===== config.mk =====
export PLATFORM = sky130hd
export DESIGN_NAME = nxpc_unit
export DESIGN_NICKNAME = d
export VERILOG_FILES = /design/src/rtl/nxpc_pkg.sv /design/src/rtl/nxpc_decode.sv /design/src/rtl/nxpc_cond.sv /design/src/rtl/nxpc_target.sv /design/src/rtl/nxpc_unit.sv
export SDC_FILE = /design/constraint.sdc
export NUM_CORES = 1
export LEC_CHECK = 0
export CAP_MARGIN = 20
export CORE_MARGIN = 3
export CORE_UTILIZATION = 30
export DETAILED_ROUTE_END_ITERATION = 10
export PLACE_DENSITY_LB_ADDON = 0.1
export REMOVE_ABC_BUFFERS = 1
export SLEW_MARGIN = 20
export SYNTH_ARGS = -nofsm -noshare
export SYNTH_HDL_FRONTEND = slang
export SYNTH_SLANG_ARGS = --single-unit

===== constraint.sdc =====
create_clock -name vclk -period 8.09
set_clock_uncertainty 0.15 [all_clocks]
set_input_delay 2.427 -clock vclk [all_inputs]
set_output_delay 2.427 -clock vclk [all_outputs]
set_load 0.005 [all_outputs]

===== src/rtl/nxpc_pkg.sv =====
package nxpc_pkg;

   // instruction classes the unit tells apart
   typedef enum logic [2:0] {
      FLOW_SEQ  = 3'd0,
      FLOW_JUMP = 3'd1,
      FLOW_EQ   = 3'd2,
      FLOW_NE   = 3'd3,
      FLOW_LEZ  = 3'd4,
      FLOW_GTZ  = 3'd5,
      FLOW_LTZ  = 3'd6,
      FLOW_GEZ  = 3'd7
   } flow_e;

   localparam int unsigned OPC_W = 6;
   localparam int unsigned SEL_W = 5;

   localparam logic [OPC_W-1:0] OPC_ZCMP = 6'd1;
   localparam logic [OPC_W-1:0] OPC_JMP  = 6'd2;
   localparam logic [OPC_W-1:0] OPC_EQ   = 6'd4;
   localparam logic [OPC_W-1:0] OPC_NE   = 6'd5;
   localparam logic [OPC_W-1:0] OPC_LEZ  = 6'd6;
   localparam logic [OPC_W-1:0] OPC_GTZ  = 6'd7;

   localparam logic [SEL_W-1:0] SEL_LTZ = 5'd0;
   localparam logic [SEL_W-1:0] SEL_GEZ = 5'd1;

   function automatic logic is_branch(flow_e f);
      return (f != FLOW_SEQ) && (f != FLOW_JUMP);
   endfunction

endpackage


===== src/rtl/nxpc_decode.sv =====
module nxpc_decode
   import nxpc_pkg::*;
#(
   parameter int unsigned XLEN   = 32,
   parameter int unsigned IMM_W  = 16,
   parameter int unsigned JIDX_W = 26
) (
   input  logic [XLEN-1:0]   instr_word,
   output flow_e             flow,
   output logic [IMM_W-1:0]  br_imm,
   output logic [JIDX_W-1:0] jmp_idx
);

   localparam int unsigned OPC_LSB = XLEN - OPC_W;
   localparam int unsigned SEL_LSB = IMM_W;

   logic [OPC_W-1:0] opc;
   logic [SEL_W-1:0] sel;

   assign opc     = instr_word[OPC_LSB +: OPC_W];
   assign sel     = instr_word[SEL_LSB +: SEL_W];
   assign br_imm  = instr_word[IMM_W-1:0];
   assign jmp_idx = instr_word[JIDX_W-1:0];

   always_comb begin
      flow = FLOW_SEQ;
      unique case (opc)
         OPC_JMP:  flow = FLOW_JUMP;
         OPC_EQ:   flow = FLOW_EQ;
         OPC_NE:   flow = FLOW_NE;
         OPC_LEZ:  flow = FLOW_LEZ;
         OPC_GTZ:  flow = FLOW_GTZ;
         OPC_ZCMP: begin
            if (sel == SEL_LTZ)      flow = FLOW_LTZ;
            else if (sel == SEL_GEZ) flow = FLOW_GEZ;
            else                     flow = FLOW_SEQ;
         end
         default:  flow = FLOW_SEQ;
      endcase
   end

   // the shared opcode never decodes to a zero test unless the selector is 0 or 1
   always_comb begin
      a_r5_zcmp_select: assert (!((flow == FLOW_LTZ || flow == FLOW_GEZ) && sel > SEL_GEZ))
         else $error("zero-compare class decoded from illegal selector");
   end

endmodule


===== src/rtl/nxpc_cond.sv =====
module nxpc_cond
   import nxpc_pkg::*;
#(
   parameter int unsigned XLEN = 32
) (
   input  flow_e           flow,
   input  logic [XLEN-1:0] src_a,
   input  logic [XLEN-1:0] src_b,
   output logic            take
);

   logic a_zero, a_neg, same;

   assign a_zero = (src_a == '0);
   assign a_neg  = src_a[XLEN-1];
   assign same   = (src_a == src_b);

   always_comb begin
      unique case (flow)
         FLOW_JUMP: take = 1'b1;
         FLOW_EQ:   take = same;
         FLOW_NE:   take = !same;
         FLOW_LEZ:  take = a_neg || a_zero;
         FLOW_GTZ:  take = !a_neg && !a_zero;
         FLOW_LTZ:  take = a_neg;
         FLOW_GEZ:  take = !a_neg;
         default:   take = 1'b0;
      endcase
   end

   // sequential class never redirects; R4/R5: the signed zero tests agree with the sign of src_a
   always_comb begin
      a_r1_seq_never_taken: assert (!(flow == FLOW_SEQ && take))
         else $error("sequential flow reported taken");
      a_r4_gtz_positive: assert (!(flow == FLOW_GTZ && take && $signed(src_a) <= 0))
         else $error("greater-than-zero taken on non-positive operand");
      a_r5_ltz_negative: assert (!(flow == FLOW_LTZ && take && $signed(src_a) >= 0))
         else $error("less-than-zero taken on non-negative operand");
   end

endmodule


===== src/rtl/nxpc_target.sv =====
module nxpc_target
   import nxpc_pkg::*;
#(
   parameter int unsigned XLEN         = 32,
   parameter int unsigned IMM_W        = 16,
   parameter int unsigned JIDX_W       = 26,
   parameter bit          SHARED_ADDER = 1'b0
) (
   input  logic [XLEN-1:0]   cur_pc,
   input  flow_e             flow,
   input  logic              take,
   input  logic [IMM_W-1:0]  br_imm,
   input  logic [JIDX_W-1:0] jmp_idx,
   output logic [XLEN-1:0]   next_pc
);

   localparam int unsigned REGION_W = XLEN - JIDX_W - 2;
   localparam int unsigned EXT_W    = XLEN - IMM_W - 2;
   localparam logic [XLEN-1:0] STEP = XLEN'(4);

   logic            br_go;
   logic [XLEN-1:0] jmp_tgt;

   assign br_go = take && is_branch(flow);

   generate
      if (SHARED_ADDER) begin : g_shared
         // one wide adder; the offset is incremented on a narrow field first
         logic [IMM_W:0]  imm_inc;
         logic [XLEN-1:0] addend;
         logic [XLEN-1:0] sum;

         assign imm_inc = {br_imm[IMM_W-1], br_imm} + 1'b1;
         assign addend  = br_go ? {{(EXT_W-1){imm_inc[IMM_W]}}, imm_inc, 2'b00} : STEP;
         assign sum     = cur_pc + addend;
         assign jmp_tgt = {sum[XLEN-1 -: REGION_W], jmp_idx, 2'b00};

         always_comb begin
            if (flow == FLOW_JUMP) next_pc = jmp_tgt;
            else                   next_pc = sum;
         end
      end else begin : g_split
         // sequential and branch targets formed side by side
         logic [XLEN-1:0] seq_pc;
         logic [XLEN-1:0] br_off;
         logic [XLEN-1:0] br_tgt;

         assign seq_pc  = cur_pc + STEP;
         assign br_off  = {{EXT_W{br_imm[IMM_W-1]}}, br_imm, 2'b00};
         assign br_tgt  = seq_pc + br_off;
         assign jmp_tgt = {seq_pc[XLEN-1 -: REGION_W], jmp_idx, 2'b00};

         always_comb begin
            if (flow == FLOW_JUMP) next_pc = jmp_tgt;
            else if (br_go)        next_pc = br_tgt;
            else                   next_pc = seq_pc;
         end
      end
   endgenerate

endmodule


===== src/rtl/nxpc_unit.sv =====
module nxpc_unit
   import nxpc_pkg::*;
#(
   parameter int unsigned XLEN         = 32,
   parameter int unsigned IMM_W        = 16,
   parameter int unsigned JIDX_W       = 26,
   parameter bit          SHARED_ADDER = 1'b0
) (
   input  logic [XLEN-1:0] cur_pc,
   input  logic [XLEN-1:0] instr_word,
   input  logic [XLEN-1:0] src_a,
   input  logic [XLEN-1:0] src_b,
   output logic [XLEN-1:0] next_pc,
   output logic            redirect
);

   localparam int unsigned REGION_W = XLEN - JIDX_W - 2;

   generate
      if (XLEN != OPC_W + JIDX_W) begin : g_bad_jidx
         $error("jump index plus opcode must fill the instruction word");
      end
      if (IMM_W + SEL_W + SEL_W + OPC_W != XLEN) begin : g_bad_imm
         $error("branch fields must fill the instruction word");
      end
      if (REGION_W < 1) begin : g_bad_region
         $error("no region bits left for jumps");
      end
   endgenerate

   flow_e              flow;
   logic [IMM_W-1:0]   br_imm;
   logic [JIDX_W-1:0]  jmp_idx;
   logic               take;

   nxpc_decode #(.XLEN(XLEN), .IMM_W(IMM_W), .JIDX_W(JIDX_W)) u_decode (
      .instr_word (instr_word),
      .flow       (flow),
      .br_imm     (br_imm),
      .jmp_idx    (jmp_idx)
   );

   nxpc_cond #(.XLEN(XLEN)) u_cond (
      .flow  (flow),
      .src_a (src_a),
      .src_b (src_b),
      .take  (take)
   );

   nxpc_target #(
      .XLEN(XLEN), .IMM_W(IMM_W), .JIDX_W(JIDX_W), .SHARED_ADDER(SHARED_ADDER)
   ) u_target (
      .cur_pc  (cur_pc),
      .flow    (flow),
      .take    (take),
      .br_imm  (br_imm),
      .jmp_idx (jmp_idx),
      .next_pc (next_pc)
   );

   assign redirect = take;

   always_comb begin
      // without redirect the fetch simply steps one instruction
      a_r8_idle_steps: assert (redirect || next_pc == cur_pc + XLEN'(4))
         else $error("no redirect but next_pc is not the sequential step");
      // jumps are word aligned and stay in the region of the following instruction
      a_r7_jump_region: assert (flow != FLOW_JUMP ||
                                (next_pc[1:0] == 2'b00 &&
                                 next_pc[XLEN-1 -: REGION_W] == (cur_pc + XLEN'(4)) >> (XLEN - REGION_W)))
         else $error("jump left its region or lost alignment");
      // branch targets keep the byte alignment of the current address
      a_r6_branch_align: assert (!is_branch(flow) || next_pc[1:0] == cur_pc[1:0])
         else $error("branch target changed the low address bits");
   end

endmodule


# Word level (Yosys, flattened, before mapping)
# Index checks and enable logic that the tools add are counted.
# word_totals
mem_bits_rw	0
memories	0
in_bits	128
register_bits	0
latch_bits	0
romBits	0
word_cells	34
# op_classes
reduce_logical	10
mul	0
n_eq_ne	16
bitwise	0
n_addsub	2
div_mod_pow	0
n_shift	0
order_cmp	0
mux	6
# ops
cell	n
32-bit 2-to-1 mux	2
32-bit by 3-bit adder with 32-bit output (second input constant)	1
32-bit adder	1
32-bit == test	1
32-bit zero test	1
6-bit by 3-bit == test with 1-bit output (second input constant)	4
3-bit case mux with 6 select lines	1
3-bit == test (second input constant)	4
1-bit case mux with 7 select lines	1
3-bit by 2-bit == test with 1-bit output (second input constant)	2
6-bit by 1-bit == test with 1-bit output (second input constant)	1
6-bit by 2-bit == test with 1-bit output (second input constant)	1
3-bit 2-to-1 mux	2
5-bit by 1-bit == test with 1-bit output (second input constant)	1
5-bit zero test	1
3-bit by 1-bit == test with 1-bit output (second input constant)	1
1-bit logical AND	3
1-bit zero test	3
3-bit by 1-bit != test with 1-bit output (second input constant)	1
3-bit nonzero test	1
1-bit logical OR	1

# Logic depth before layout (Yosys ltp)
# logic_depth
ltp_word	9
depth_mapped	16
depth_no_buf	16

# Modules after synthesis
# Synthesis repeated with hierarchy kept, for this count alone.
# hier_totals
hier_cells	545
area_unflattened_um2	3623.5
# modules_own_cells
module	area_per_inst_um2	n_inst	cells_per_inst
nxpc_target	2748.9	1	427
nxpc_cond	475.5	1	63
nxpc_decode	399.1	1	55

# Worst setup path after synthesis
# OpenSTA, ideal clock, no wires.
# synth_path
path_type	input port to output port
start	input cur_pc[7]
end	output next_pc[29]
cell_stages	15
required_time_ns	5.513
n_path_buf	1
setup_slack_ns	-0.073
arrival_time_ns	5.586
cell_sequence	nand4_1 > or3_4 > nor3_1 > nand2_1 > xnor2_1 > ha_1 > clkbuf_1 > a21oi_1 > o21ai_0 > a211oi_1 > a21oi_1 > or3_1 > a31o_1 > xor2_1 > mux2_2
# synth_via
elab_chain_cells	4
# synth_lines
element	line	text
from (decl)	nxpc_unit.sv:9	input logic [XLEN-1:0] cur_pc,
32-bit by 3-bit adder with 32-bit output (*)	nxpc_target.sv:48	assign seq_pc = cur_pc + STEP;
32-bit adder	nxpc_target.sv:50	assign br_tgt = seq_pc + br_off;
32-bit 2-to-1 mux	nxpc_target.sv:55	else if (br_go) next_pc = br_tgt;
32-bit 2-to-1 mux (*)	nxpc_target.sv:54	if (flow == FLOW_JUMP) next_pc = jmp_tgt;
to (decl)	nxpc_unit.sv:13	output logic [XLEN-1:0] next_pc,
# Mark *: on every way between the ends. The rest lies on a longest branch, timed or not.

# Worst setup path after layout
# layout_path
start	input cur_pc[8]
end	output next_pc[29]
# Same word-level chain as after synthesis.

==> results.sh <==
export IMPL_outcome="complete, but fails checks"
export IMPL_violations="negative setup slack"
export IMPL_seq_area_frac_synth_pct=0
export IMPL_ir_worst_vdd_mv=0.0350
export IMPL_cp_required_ns=5.51
export IMPL_wire_per_inst_um=17.5
export IMPL_critPathMostFrequentCell="buf_6"
export IMPL_drtIter0Drc=166
export IMPL_crit_path_end_kind="output pin"
export IMPL_die_w_um=109
export IMPL_area_delta_synth_final_pct=126
export IMPL_grt_antenna_before_repair=0
export IMPL_ant_nets=0
export IMPL_p_clk_share_pct=0
export IMPL_totalWireLength_mm=16.1
export IMPL_setup_tns_ns=-1.40
export IMPL_overflow=0
export IMPL_cp_slowest_stage_delay_ns=0.50
export IMPL_grt_use_total_pct=24.5
export IMPL_regArea_um2=0
export IMPL_final_cells=919
export IMPL_row_count=37
export IMPL_combPwrFrac_pct=100.0
export IMPL_io_buffers=161
export IMPL_avgSynthCellArea_um2=6.93
export IMPL_diodes=0
export IMPL_path_buf_inv=3
export IMPL_dp_worst_setup_slack_ns=-1.25
export IMPL_crit_type="in2out"
export IMPL_rsz0062_at_grt="true"
export IMPL_leakagePower_uw=0.00309
export IMPL_cap_viol_max_count=0
export IMPL_power_net_switching_uw=208
export IMPL_start_kind="primary input"
export IMPL_drive_gt1_share_pct=42.9
export IMPL_max_slew_margin_pct=62.1
export IMPL_hold_path_class="in2out"
export IMPL_crit_chain="buf_6 -> nand4_1 -> or3_4 -> nor3_4 -> xor2_2 -> ha_1 -> a21oi_1 -> o21ai_2 -> a211oi_2 -> buf_4 -> a21oi_4 -> or3_1 -> a31o_1 -> xor2_1 -> mux2_4 -> buf_6"
export IMPL_drc=0
export IMPL_gp_congestion=0.931
export IMPL_yosysWarnings=0
export IMPL_p_sw_share_pct=44.6
export IMPL_io_pins=161
export IMPL_grt_pass1_wl_mm=24.0
export IMPL_num_clock_buffers=0
export IMPL_cellInternalPower_uw=258
export IMPL_setup_ws_ns=-0.229
export IMPL_core_mm2=0.0104
export IMPL_syn_area_mm2=0.00320
export IMPL_via_per_inst=5.30
export IMPL_powerDensity_mw_per_mm2=64.4
export IMPL_tightest_slew_ns=0.567
export IMPL_hold_violations=0
export IMPL_dr_pass1_iters=5
export IMPL_first_global_vias=5101
export IMPL_path_max_fanout=4
export IMPL_power_frac_seq_pct=0
export IMPL_num_vias=4869
export IMPL_timing_final_crit_share_pct=103
export IMPL_crit_family="simple AND/OR/NAND/NOR gates"
export IMPL_syn_instance_count=462
export IMPL_nets=951
export IMPL_design_seq_count=0
export IMPL_start_util_pct=30.9
export IMPL_place_inst=877
export IMPL_slew_violations=0
export IMPL_fp_dieH_um=109
export IMPL_utilization_pct=69.7
export IMPL_setup_violations=12
export IMPL_dieArea_mm2=0.0120
export IMPL_arrival_ns=5.74
export IMPL_detailed_place_hpwl_mm=11.5
export IMPL_period_minus_slack_ns=8.32
export IMPL_ys_types=64
export IMPL_timing_hold_ws_ns=5.32
export IMPL_cp_slowest_cell="or3_4"
export IMPL_grt_max_degree=27
export IMPL_fmax_mhz=120
==> cell families after synthesis <==
logic type | synth area share [%]
xor+xnor | 23.2
fa+ha+maj | 15.1
mux | 1.68
buf+inv | 3.20
simple gates | 31.1
compound gates | 25.7
==> power by group through the flow <==
stage	registers (uW)	logic (uW)	clock network [uW]
after floorplan	0	157	0
after global placement	0	356	0
after detailed placement	0	359	0
after CTS	0	409	0
after global routing	0	498	0
final	0	466	0
==> cells in the final DEF, fill, tap and decap left out, types with 13 or more instances in the layout <==
| master | count |
|---|---|
| ha_1 | 23 |
| nand2_1 | 37 |
| nand4_1 | 13 |
| a221o_1 | 14 |
| a21oi_2 | 13 |
| buf_6 | 15 |
| clkdlybuf4s50_1 | 121 |
| nor2_1 | 36 |
| xnor2_1 | 42 |
| a21o_1 | 13 |
| xor2_1 | 28 |
| buf_4 | 158 |
==> cell usage after synthesis, types with 6 or more instances <==
| cell | instances | area (um^2) |
|---|---|---|
| clkbuf_1 | 7 | 26.3 |
| nand4_1 | 13 | 81.3 |
| xor2_1 | 33 | 289 |
| ha_1 | 37 | 463 |
| nor3_1 | 14 | 70.1 |
| o21ai_0 | 23 | 115 |
| and2_1 | 6 | 37.5 |
| nor2_1 | 46 | 173 |
| a31oi_1 | 6 | 37.5 |
| a221o_1 | 14 | 140 |
| nor4_1 | 13 | 81.3 |
| a21o_1 | 13 | 97.6 |
| nand3_1 | 17 | 85.1 |
| inv_1 | 11 | 41.3 |
| xnor2_1 | 52 | 455 |
| and3_1 | 6 | 37.5 |
| nand2_1 | 51 | 191 |
| a21oi_1 | 25 | 125 |
==> final cells by class <==
type                            instances  area (um^2)
Timing Repair Buffer                  331         2890
Tap cell                              136          170
Multi-Input combinational cell        440         4120
Inverter                               12         47.5
Fill cell                             814         3140
==> routing by layer <==
layer	vias to the layer above	wire length [um]	track usage, %	share of wire, %
li1	2370	-	-	-
met1	2324	6460	29.5	40
met2	155	8490	45.5	53
met3	20	957	4.17	5.9
met4	0	217	4.72	1.3
met5	-	0	0	0
==> final timing paths <==
path | from | end | slack [ns] | cells after the start
worst max-delay path | cur_pc[8] | next_pc[29] | -0.23 | 16
worst min-delay path | cur_pc[2] | next_pc[2] | 5.32 | 4
==> per-stage QoR <==
stage               area, um^2  total power [uW]
floorplan                 3150               157
global placement          5910               356
detailed placement        5910               359
CTS                       6720               409
global route              7230               498
finish                    7230               466
==> repair_timing <==
action                                  in CTS  in global routing
buffers inserted                            28                 15
hold buffers                                 0                  0
gates cloned                                 0                  1
endpoints found under the setup margin      25                 30
gates resized for setup                    236                 91
pin swaps                                   81                 65
No activity file was read; power rests on OpenSTA's default activity.
